<file path="src/rtl/buswait_pkg.sv">
package buswait_pkg;

  typedef enum logic [1:0] {
    ST_IDLE = 2'd0,
    ST_CMD  = 2'd1,
    ST_MUXW = 2'd2,
    ST_TRIW = 2'd3
  } bw_state_e;

  typedef struct packed {
    logic write;
    logic rdy_en;
    logic rdy_async;
    logic mux;
    logic tri_ws;
  } bw_mode_t;

endpackage

</file>
<file path="src/rtl/bw_wait_counter.sv">
module bw_wait_counter #(
  parameter int CNT_W = 4
) (
  input  logic             clk,
  input  logic             rst_n,
  input  logic             load,
  input  logic [CNT_W-1:0] load_val,
  input  logic             run,
  output logic             zero
);

  logic [CNT_W-1:0] cnt_q;
  logic [CNT_W-1:0] cnt_d;
  logic             cnt_en;

  always_comb begin
    cnt_d  = cnt_q;
    cnt_en = 1'b0;
    if (load) begin
      cnt_d  = load_val;
      cnt_en = 1'b1;
    end else if (run && (cnt_q != '0)) begin
      cnt_d  = cnt_q - 1'b1;
      cnt_en = 1'b1;
    end
  end

  always_ff @(posedge clk or negedge rst_n) begin
    if (!rst_n) begin
      cnt_q <= '0;
    end else if (cnt_en) begin
      cnt_q <= cnt_d;
    end
  end

  assign zero = (cnt_q == '0);

endmodule

</file>
<file path="src/rtl/bw_ready_sampler.sv">
module bw_ready_sampler #(
  parameter int SYNC_STAGES = 2
) (
  input  logic clk,
  input  logic rst_n,
  input  logic window,
  input  logic async_mode,
  input  logic rdy_n,
  output logic ready_seen
);

  logic [SYNC_STAGES-1:0] chain_q;
  logic [SYNC_STAGES-1:0] chain_d;

  // Outside the sampling window every stage is forced to "not ready".
  always_comb begin
    chain_d[0] = window ? rdy_n : 1'b1;
  end

  generate
    for (genvar g = 1; g < SYNC_STAGES; g++) begin : g_stage
      always_comb begin
        chain_d[g] = window ? chain_q[g-1] : 1'b1;
      end
    end
  endgenerate

  always_ff @(posedge clk or negedge rst_n) begin
    if (!rst_n) begin
      chain_q <= '1;
    end else begin
      chain_q <= chain_d;
    end
  end

  assign ready_seen = async_mode ? ~chain_q[SYNC_STAGES-1] : ~rdy_n;

endmodule

</file>
<file path="src/rtl/bw_seq_fsm.sv">
module bw_seq_fsm
  import buswait_pkg::*;
(
  input  logic     clk,
  input  logic     rst_n,
  input  logic     req_valid,
  input  bw_mode_t req_mode,
  input  logic     cnt_zero,
  input  logic     ready_seen,
  output logic     accept,
  output logic     in_cmd,
  output logic     async_sel,
  output logic     rd_n,
  output logic     wr_n,
  output logic     busy,
  output logic     done
);

  bw_state_e state_q, state_d;
  bw_mode_t  mode_q, mode_d;
  logic      rd_n_q, rd_n_d;
  logic      wr_n_q, wr_n_d;
  logic      busy_q, busy_d;
  logic      done_q, done_d;
  logic      cmd_end;
  bw_state_e after_cmd;

  assign cmd_end = cnt_zero && (!mode_q.rdy_en || ready_seen);

  always_comb begin
    if (mode_q.mux) begin
      after_cmd = ST_MUXW;
    end else if (mode_q.tri_ws) begin
      after_cmd = ST_TRIW;
    end else begin
      after_cmd = ST_IDLE;
    end
  end

  // next-state logic
  always_comb begin
    state_d = state_q;
    mode_d  = mode_q;
    accept  = 1'b0;
    case (state_q)
      ST_IDLE: begin
        if (req_valid) begin
          accept  = 1'b1;
          mode_d  = req_mode;
          state_d = ST_CMD;
        end
      end
      ST_CMD: begin
        if (cmd_end) begin
          state_d = after_cmd;
        end
      end
      ST_MUXW: begin
        state_d = mode_q.tri_ws ? ST_TRIW : ST_IDLE;
      end
      ST_TRIW: begin
        state_d = ST_IDLE;
      end
      default: begin
        state_d = ST_IDLE;
      end
    endcase
  end

  // registered outputs decoded from the next state
  always_comb begin
    rd_n_d = !((state_d == ST_CMD) && !mode_d.write);
    wr_n_d = !((state_d == ST_CMD) &&  mode_d.write);
    busy_d = (state_d != ST_IDLE);
    done_d = (state_d == ST_IDLE) && (state_q != ST_IDLE);
  end

  always_ff @(posedge clk or negedge rst_n) begin
    if (!rst_n) begin
      state_q <= ST_IDLE;
      rd_n_q  <= 1'b1;
      wr_n_q  <= 1'b1;
      busy_q  <= 1'b0;
      done_q  <= 1'b0;
    end else begin
      state_q <= state_d;
      rd_n_q  <= rd_n_d;
      wr_n_q  <= wr_n_d;
      busy_q  <= busy_d;
      done_q  <= done_d;
    end
  end

  always_ff @(posedge clk or negedge rst_n) begin
    if (!rst_n) begin
      mode_q <= '0;
    end else if (accept) begin
      mode_q <= mode_d;
    end
  end

  assign in_cmd    = (state_q == ST_CMD);
  assign async_sel = mode_q.rdy_async;
  assign rd_n      = rd_n_q;
  assign wr_n      = wr_n_q;
  assign busy      = busy_q;
  assign done      = done_q;

endmodule

</file>
<file path="src/rtl/buswait_ctrl.sv">
module buswait_ctrl
  import buswait_pkg::*;
#(
  parameter int WS_W        = 4,
  parameter int SYNC_STAGES = 2
) (
  input  logic            clk,
  input  logic            rst_n,
  input  logic            req_valid,
  input  logic            req_write,
  input  logic [WS_W-1:0] req_ws,
  input  logic            req_rdy_en,
  input  logic            req_rdy_async,
  input  logic            req_mux,
  input  logic            req_tri,
  input  logic            rdy_n,
  output logic            rd_n,
  output logic            wr_n,
  output logic            busy,
  output logic            done
);

  bw_mode_t req_mode;
  logic     accept;
  logic     in_cmd;
  logic     async_sel;
  logic     cnt_zero;
  logic     ready_seen;
  logic     window;

  always_comb begin
    req_mode.write     = req_write;
    req_mode.rdy_en    = req_rdy_en;
    req_mode.rdy_async = req_rdy_async;
    req_mode.mux       = req_mux;
    req_mode.tri_ws    = req_tri;
  end

  assign window = in_cmd && cnt_zero;

  bw_wait_counter #(.CNT_W(WS_W)) u_cnt (
    .clk      (clk),
    .rst_n    (rst_n),
    .load     (accept),
    .load_val (req_ws),
    .run      (in_cmd),
    .zero     (cnt_zero)
  );

  bw_ready_sampler #(.SYNC_STAGES(SYNC_STAGES)) u_rdy (
    .clk        (clk),
    .rst_n      (rst_n),
    .window     (window),
    .async_mode (async_sel),
    .rdy_n      (rdy_n),
    .ready_seen (ready_seen)
  );

  bw_seq_fsm u_fsm (
    .clk        (clk),
    .rst_n      (rst_n),
    .req_valid  (req_valid),
    .req_mode   (req_mode),
    .cnt_zero   (cnt_zero),
    .ready_seen (ready_seen),
    .accept     (accept),
    .in_cmd     (in_cmd),
    .async_sel  (async_sel),
    .rd_n       (rd_n),
    .wr_n       (wr_n),
    .busy       (busy),
    .done       (done)
  );

endmodule

</file>
<file path="config.mk">
export PLATFORM = sky130hd
export DESIGN_NAME = buswait_ctrl
export DESIGN_NICKNAME = d
export VERILOG_FILES = /design/src/rtl/buswait_pkg.sv /design/src/rtl/bw_wait_counter.sv /design/src/rtl/bw_ready_sampler.sv /design/src/rtl/bw_seq_fsm.sv /design/src/rtl/buswait_ctrl.sv
export SDC_FILE = /design/constraint.sdc
export NUM_CORES = 1
export LEC_CHECK = 0
export ABC_CLOCK_PERIOD_IN_PS = 2000
export BUFFER_PORTS_ARGS = -buffer_cell sky130_fd_sc_hd__buf_4
export CAP_MARGIN = 20
export CORE_MARGIN = 2
export CORE_UTILIZATION = 51
export DETAILED_ROUTE_END_ITERATION = 12
export PLACE_DENSITY_LB_ADDON = 0.1
export SLEW_MARGIN = 0
export SYNTH_ARGS = -nofsm -noshare
export SYNTH_HDL_FRONTEND = slang
export SYNTH_SLANG_ARGS = --single-unit
</file>
<file path="constraint.sdc">
create_clock -name clk -period 2 [get_ports clk]
set_clock_uncertainty 0.05 [all_clocks]
set_input_delay 0.2 -clock clk [delete_from_list [all_inputs] [get_ports clk]]
set_output_delay 0.2 -clock clk [all_outputs]
set_load 0.05 [all_outputs]
</file>
# [Word level (Yosys, flattened, before mapping)]
# Index checks and enable logic that the tools add are counted.
[totals] register_bits=17 in_bits=13 output_inout_bits=4 word_cells=55
[op_classes] add_sub_neg=1 eq_ne=4 mux=16 n_bitwise=2 reduce_logical=20
[op_table] operator="two-way mux 5 bit" n=2
[op_table] operator="two-way mux 2 bit" n=4
[op_table] operator="two-way mux 4 bit" n=2
[op_table] operator="one-hot mux 2 bit (4 select lines)" n=1
[op_table] operator="two-way mux 1 bit" n=7
[op_table] operator="logical AND 1 bit" n=6
[op_table] operator="nonzero test 2 bit" n=3
[op_table] operator="== test 2 x 1 -> 1 bit, second input constant" n=2
[op_table] operator="== test 2 bit, second input constant" n=2
[op_table] operator="logical NOT 1 bit" n=4
[op_table] operator="logical NOT 2 bit" n=2
[op_table] operator="logical NOT 4 bit" n=1
[op_table] operator="nonzero test 4 bit" n=1
[op_table] operator="subtractor 4 x 1 -> 4 bit, second input constant" n=1
[op_table] operator="AND reduction 3 bit" n=1
[op_table] operator="NOT 1 bit" n=2
[op_table] operator="AND reduction 2 bit" n=1
[op_table] operator="logical OR 1 bit" n=1

# [Longest topological paths before layout]
# Gate-level depths: netlist (run 1).
[depth] depth_word=9 ltp_mapped=6 mapped_depth_nobuf=6

# [Modules after synthesis]
# Synthesis (run 1) repeated with hierarchy kept, for this count alone.
[unflattened] hier_cells=79 area_unflattened_um2=829.5
[by_module_without_submodules] module="bw_seq_fsm" instances=1 cells_per_inst=45 area_each_um2=500.5 seq_area_each_um2=277.8
[by_module_without_submodules] module="bw_wait_counter" instances=1 cells_per_inst=28 area_each_um2=247.7 seq_area_each_um2=100.1
[by_module_without_submodules] module="bw_ready_sampler" instances=1 cells_per_inst=5 area_each_um2=75.1 seq_area_each_um2=52.6
[by_module_without_submodules] module="buswait_ctrl" instances=1 cells_per_inst=1 area_each_um2=6.3 seq_area_each_um2=0.0

# [Least setup slack after synthesis (run 1)]
# No wires, ideal clock.
[synth_path] path_type="register to register" startpoint="reg u_cnt.cnt_q[0]" endpoint="reg u_cnt.cnt_q[1]" setup_time_ns=0.125 arrival_ns=1.423 t_required_ns=1.825 path_slack_ns=0.403 stages_incl_launch_ff=7 n_path_buf=0 synth_period_minus_slack_ns=1.597 cell_sequence="dfrtp_1 -> inv_1 -> ha_1 -> or3b_1 -> a21oi_1 -> a21oi_1 -> mux2_2"
[synth_between] elab_chain_cells=5 word_cells_on_any_way=9 classes_between="1 x add/sub; 4 x mux; 4 x reduce/logical"
[synth_rtl] element="start, declared" line="bw_wait_counter.sv:12" source="logic [CNT_W-1:0] cnt_q;"
[synth_rtl] element="start signal, assigned" line="bw_wait_counter.sv:32" source="cnt_q <= cnt_d;"
[synth_rtl] element="branches (longest 5 deep; another with subtractor 4 x 1 -> 4 bit)"
# Several ways; the timed one is not identified. The select of a mux whose other input is x is not followed.
# A chain may end at the register's enable or synchronous reset.

# [Worst setup path after layout (run 1)]
# Ends and elaborated chain as after synthesis.

==> results.md, run 1 <==
- Crit path DAT: 1.83 ns
- Die Footprint: 0.001911 mm2
- Die width: 43.72 um
- CTS Buffer Depth: 2
- Hold crit path type: in -> reg
- Syn nets: 86
- Vias: 561
- DRC viols: 0
- Diode count: 0
- H-tree depth: 1
- Mapped Area: 804.5 um2
- Slew @ Worst Pin: 0.3741 ns
- Die Y: 43.72 um
- Highest clock rate: 0.5874 GHz
- Clock group share of total power: 12.9%
- Crit end category: flip-flop
- Setup ws final: 0.2976 ns
- Core Area: 0.001489 mm2
- Max Cap Violations: 0
- Clk sink count: 17
- Reg2reg start: u_cnt.cnt_q[0]
- Drt pass-1 iters: 2
- Maximum VDD drop: 787.1 uV
- Crit-path max FO: 4
- WL final: 1386 um
- Congestion Overflow GR: 0
- Clock-pin slew on the worst setup and hold paths: 0.10 ns
- Initial antenna violation count: 0
- Crit Path Class: reg -> reg
- Post-CTS Setup Bufs: 0
- HPWL Detailed: 1047 um
- GP Congestion: 0.8192
- Most frequent cells in the layout: buf_4 (17), dfrtp_1 (13), nand2_1 (6)
- Synth cell types: 28
- Max-slew violations: 0
- Comb pwr share: 43.4%
- Final Cycle Share: 85.12%
- Reg power frac: 43.7%
- Avg WL per Cell: 12.95 um
- Fillers: 122
- Endpoints failing setup: 0
- Synth area leaders: dfrtp_1 (40%), dfstp_2 (13%), mux2_2 (5.6%)
- Leading area contributor after synthesis: dfrtp_1
- Share of the synthesized area in the top cell type: 40.44%
- DRT iter0 DRCs: 1
- Relative slew margins: 74.42%
- Post-layout min period: 1.702 ns
- CP required: 2.13 ns
- Vias/cell: 5.243
- First-pass GRT wire length: 2339 um
- Path depth of the worst reg2reg path: 6
- Share of layout cells above drive strength 1: 36.26%
- Pwr/cell area: 1415 mW/mm2
- Reg-to-reg setup timing slack: 0.30 ns
- CTS Buf Count: 3
- Clock latency on the worst-skew pair: 0.28 ns
- Clock Tree Root: clkbuf_4
- Layout area overhead: 21.77%
- Status: finished clean
- Hold path start: req_mux
- Yosys warns: 0
- Worst setup slack after placement: 0.3106 ns
- IO Port Bufs: 16
- TNS Setup: 0 ns
- Layout Nets: 107
- Post-route ant nets: 0
- Critical path launch point: u_cnt.cnt_q[0]
- Switching power: 0.0005369 W
- Worst r2r dst: u_cnt.cnt_q[1]
- CTS tree: done
- Synthesized area per cell: 11.33 um2
- Unrepaired setup endpoints after global routing: no
- Largest net degree at the start of global routing: 18
- Commonest non-fill, non-tap cell in the layout: buf_4
- Internal: 0.0008489 W
- Post-Synthesis Cells: 71
- GR Util All Layers: 17.13%
- Leak: 0.4450 nW
- Rows: 14
- Top-level port count: 17
- Sw Ratio: 38.75%
- CP Launch Type: flip-flop
- Initial core utilization: 54.03%
- Synth Register Bits: 17
- Final Hold Fails: 0
- CP Capture Point: u_cnt.cnt_q[1]
- Seq/Total Area, Yosys: 53.50%
- Vias in the first global route: 533
==> sequential cells by signal, indices dropped and copies added (netlist names) <==
signal / flops
u_fsm.busy: 1
u_fsm.async_sel: 1
u_fsm.done: 1
u_fsm.wr_n: 1
u_cnt.cnt_q: 4
u_rdy.chain_q: 2
u_fsm.rd_n: 1
u_fsm.state_q: 2
u_fsm.mode_q: 4
==> power by group through the flow <==
| stage | Combinational, W | Sequential (W) | Clock [W] |
|---|---|---|---|
| floorplan | 0.000364 | 0.000690 | 0 |
| global placement | 0.000582 | 0.000607 | 0 |
| detailed placement | 0.000601 | 0.000611 | 0 |
| CTS | 0.000610 | 0.000605 | 0.000186 |
| global route | 0.000661 | 0.000623 | 0.000203 |
| finish | 0.000601 | 0.000606 | 0.000179 |
==> cell usage after synthesis, drive strengths merged <==
cell type,number
dfrtp,13
nor3b,1
xnor2,2
buf,2
nor3,4
o21ai,5
or3b,1
and3b,1
ha,2
nand3,3
dfstp,4
a2111oi,2
inv,5
nand2,6
nor2,3
xor2,1
nor2b,1
a221oi,1
a2111o,1
or3,2
and2,1
mux2,6
a21oi,2
nand4bb,1
o21ba,1
==> critical path, stage by stage (launching register included) <==
cell and delay, ns:
dfrtp_1 0.41, inv_1 0.09, ha_1 0.18, or3b_1 0.41
a21oi_1 0.14, a21oi_1 0.05, mux2_2 0.26
==> cell type report <==
cell class	instances	area (um2)	share of cell area, %
Clock buffer	3	22.52	2.299
Clock inverter	1	5.005	0.5109
Inverter	5	18.77	1.916
Multi-Input combinational cell	47	345.3	35.25
Sequential cell	17	430.4	43.93
Tap cell	16	20.02	2.043
Timing Repair Buffer	18	137.6	14.05
==> repair_timing <==
| action | in CTS | in global routing |
|---|---|---|
| hold buffers | 1 | 0 |
| gates resized for setup | 0 | 0 |
| hold endpoints to repair | 17 | 0 |
==> worst min-delay path by stage <==
stage / to / slack, ns / depth (start not counted)
after floorplan: u_cnt.cnt_q[0] / -0.15 / 0
after global placement: u_fsm.async_sel / 0.02 / 1
after CTS: u_fsm.mode_q[1] / 0.05 / 3
after detailed placement: u_fsm.async_sel / 0.02 / 1
after global routing: u_fsm.async_sel / 0.05 / 2
final: u_fsm.mode_q[1] / 0.06 / 3
==> per-stage QoR <==
stage	std cells	total power, W	hold slack (ns)	instance area, um2	utilization [%]
2_1_floorplan	71	0.001055	-0.1456	804.5	-
3_5_place_dp	102	0.001212	0.02266	942.2	63.28
6_report	107	0.001386	0.05737	979.7	65.80
4_1_cts	107	0.001401	0.05109	979.7	65.80
3_3_place_gp	102	0.001189	0.01973	942.2	63.28
5_1_grt	107	0.001487	0.04832	979.7	65.80
==> metal layers <==
metal	up-vias	track usage, %	share of wire (%)
met5	-	0	0
met4	0	7.273	2.2
met3	4	5.000	3.8
met2	13	25.29	44
met1	253	23.51	50
li1	291	-	-
==> logic make-up after synthesis <==
family	synth area share, %
fa+ha+maj	3.110
simple gates	17.42
flops	53.50
xor+xnor	3.267
mux	8.864
buf+inv	3.577
compound gates	10.26
Note: power is estimated with default switching activity, not from simulation.
==> run 2, diff against run 1 <==
--- a/config.mk
+++ b/config.mk
@@ -7,3 +7,3 @@
 export LEC_CHECK = 0
-export ABC_CLOCK_PERIOD_IN_PS = 2000
+export ABC_CLOCK_PERIOD_IN_PS = 1350
 export BUFFER_PORTS_ARGS = -buffer_cell sky130_fd_sc_hd__buf_4
@@ -11,3 +11,4 @@
 export CORE_MARGIN = 2
-export CORE_UTILIZATION = 51
+export CORE_UTILIZATION = 46
+export CTS_CLUSTER_SIZE = 14
 export DETAILED_ROUTE_END_ITERATION = 12
==> constraint.sdc (replaced) <==
create_clock -name clk -period 1.35 [get_ports clk]
set_clock_uncertainty 0.05 [all_clocks]
set_input_delay 0.0675 -clock clk [delete_from_list [all_inputs] [get_ports clk]]
set_output_delay 0.0675 -clock clk [all_outputs]
set_load 0.05 [all_outputs]
==> run 2 against run 1 <==
  * The run now ends with negative setup slack left
  * Routed wire length rose by 35%
  * Worst setup slack got worse by 0.56 ns
  * Design area rose by 39%
  * Via count rose by 28%
  * Critical endpoint unchanged
  * Largest power group is now combinational logic
==> results.md, run 2 (synthesized netlist as in run 1, its figures left out) <==
- Diode count: 0 (unchanged)
- Crit path DAT: 1.76 ns (-0.07 ns)
- Congestion Overflow GR: 0 (unchanged)
- Vias/cell: 5.188 (-1.0%)
- WL final: 1865 um (+35%)
- Hold path start: req_write
- Drt pass-1 iters: 4 (+2)
- Crit end category: flip-flop
- Core Area: 0.001689 mm2 (+13%)
- Most frequent cells in the layout: buf_4 (33), dfrtp_1 (12), dlygate4sd3_1 (11)
- Post-layout min period: 1.612 ns (-0.09048 ns)
- Fillers: 107 (-12%)
- Worst hold stages: 3 (unchanged)
- CTS tree: done
- Die Footprint: 0.002099 mm2 (+9.9%)
- GR Util All Layers: 20.87% (+3.7 points)
- Endpoints failing setup: 12 (+12)
- Failing checks: negative setup slack
- Critical Path Max Stage Delay: 0.41 ns (about the same)
- Vias: 716 (+28%)
- Final Cycle Share: 119.4% (+34 points)
- Relative slew margins: 76.94% (+2.5 points)
- Max-slew violations: 0 (unchanged)
- Layout Nets: 137 (+28%)
- Top-level port count: 17 (unchanged)
- DRC viols: 0 (unchanged)
- Commonest non-fill, non-tap cell in the layout: buf_4
- First-pass GRT wire length: 3105 um (+33%)
- Max Cap Violations: 0 (unchanged)
- Die width: 45.82 um (+4.8%)
- Rows: 15 (+1)
- TNS Setup: -2.065 ns (-2.065 ns)
- Dpl cell area: 0.001072 mm2 (+14%)
- H-tree depth: 1 (unchanged)
- DRT iter0 DRCs: 14 (+13)
- HPWL Detailed: 1185 um (+13%)
- Reg2reg start: u_cnt.cnt_q[1]
- Reg-to-reg setup timing slack: -0.26 ns (-0.56 ns)
- Worst r2r dst: u_cnt.cnt_q[1]
- IO Port Bufs: 16 (unchanged)
- Crit Path Class: reg -> reg
- Vias in the first global route: 714 (+34%)
- Slew @ Worst Pin: 0.3452 ns (-0.02888 ns)
- CTS Buf Count: 3 (unchanged)
- Crit-path cells: inv_2, ha_4, or3b_4, a21oi_2, a21oi_1, mux2_2
- CTS Buffer Depth: 2 (unchanged)
- Status: finished with violations
- Pwr/cell area: 1994 mW/mm2 (+41%)
- Die Y: 45.82 um (+4.8%)
- CP required: 1.50 ns (-0.63 ns)
- Clock-pin slew on the worst setup and hold paths: 0.10 ns (about the same)
- Initial core utilization: 47.63% (-6.4 points)
- Unrepaired setup endpoints after global routing: yes
- Worst hold path endpoint: u_fsm.mode_q[4]
- Path depth of the worst reg2reg path: 6 (unchanged)
- Biggest regs: u_cnt.cnt_q: 4 flops, u_fsm.mode_q: 4 flops
- Largest net degree at the start of global routing: 18 (unchanged)
- Fin area: 0.001359 mm2 (+39%)
- Initial antenna violation count: 0 (unchanged)
- Avg WL per Cell: 13.51 um (+4.3%)
- Highest clock rate: 0.6204 GHz (+5.6%)
- CP max stage cell: dfrtp_1
- Share of layout cells above drive strength 1: 56.20% (+20 points)
- Final Hold Fails: 0 (unchanged)
- Crit-path max FO: 4 (unchanged)
- Leak: 0.6089 nW (+37%)
- Clock Tree Root: clkbuf_4
- Maximum VDD drop: 1328 uV (+69%)
- Clk sink count: 17 (unchanged)
- CP Launch Type: flip-flop
- Setup ws final: -0.2619 ns (-0.5595 ns)
- GP Congestion: 0.8021 (-2.1%)
- Post-route ant nets: 0 (unchanged)
- Layout area overhead: 68.90%
- Clock latency on the worst-skew pair: 0.30 ns (+0.02 ns)
- Hold crit path type: in -> reg
## run 2: area by class of cell
cell class / count / area, um2 / area share, %
clock inverters: 1 / 5.005 / 0.3683
flip-flops and latches: 17 / 431.7 / 31.77
multi-input cells: 47 / 456.7 / 33.61
inverters: 5 / 18.77 / 1.381
well taps: 17 / 21.27 / 1.565
repair buffers: 48 / 402.9 / 29.65
clock buffers: 3 / 22.52 / 1.657
## run 2: how the worst max path moves through the flow
stage / from / to / slack, ns / cells past startpoint
2_1_floorplan: u_cnt.cnt_q[1] / u_cnt.cnt_q[1] / -0.24 / 6
3_3_place_gp: u_cnt.cnt_q[1] / u_cnt.cnt_q[1] / -0.26 / 6
3_5_place_dp: u_cnt.cnt_q[1] / u_cnt.cnt_q[1] / -0.28 / 6
4_1_cts: u_cnt.cnt_q[1] / u_cnt.cnt_q[1] / -0.28 / 6
5_1_grt: u_cnt.cnt_q[0] / u_cnt.cnt_q[3] / -0.30 / 6
6_report: u_cnt.cnt_q[1] / u_cnt.cnt_q[1] / -0.26 / 6
## run 2: per-layer routing
metal / wire length (um) / track usage (%) / up-vias
li1: - / - / 349
met1: 848 / 28.89 / 342
met2: 918 / 32.11 / 18
met3: 61 / 3.571 / 7
met4: 36 / 8.571 / 0
met5: 0 / 0 / -
## run 2: timing repair
action,in CTS,in global routing
pin swaps,7,5
setup buffers,6,1
endpoints found under the hold margin,27,0
endpoints found under the setup margin,15,15
gates resized for setup,12,7
hold buffers,11,0
## run 2: per-stage QoR
stage	hold slack (ns)	total power, W	setup WS [ns]	utilization, %	instances
after CTS	0.05424	0.002599	-0.2774	78.59	137
after global placement	-0.1071	0.002047	-0.2605	63.48	116
after global routing	0.03608	0.002880	-0.3038	80.44	138
final	0.04397	0.002709	-0.2619	80.44	138
after detailed placement	-0.1049	0.002074	-0.2790	63.48	116
after floorplan	-0.2781	0.001653	-0.2366	-	71
## run 2: worst max-delay path: cells and delay by family (launching register included)
kind	cells	cell delay (ns)
and+or+nand+nor	1	0.40
DFF	1	0.41
adders and majority gates	1	0.12
AOI/OAI and AO/OA	2	0.19
buffers and inverters	1	0.08
muxes	1	0.25
## run 2: power by group
group          switching, W  internal (W)
clock              0.000178      0.000111
sequential         0.000174      0.000742
combinational      0.000691      0.000813
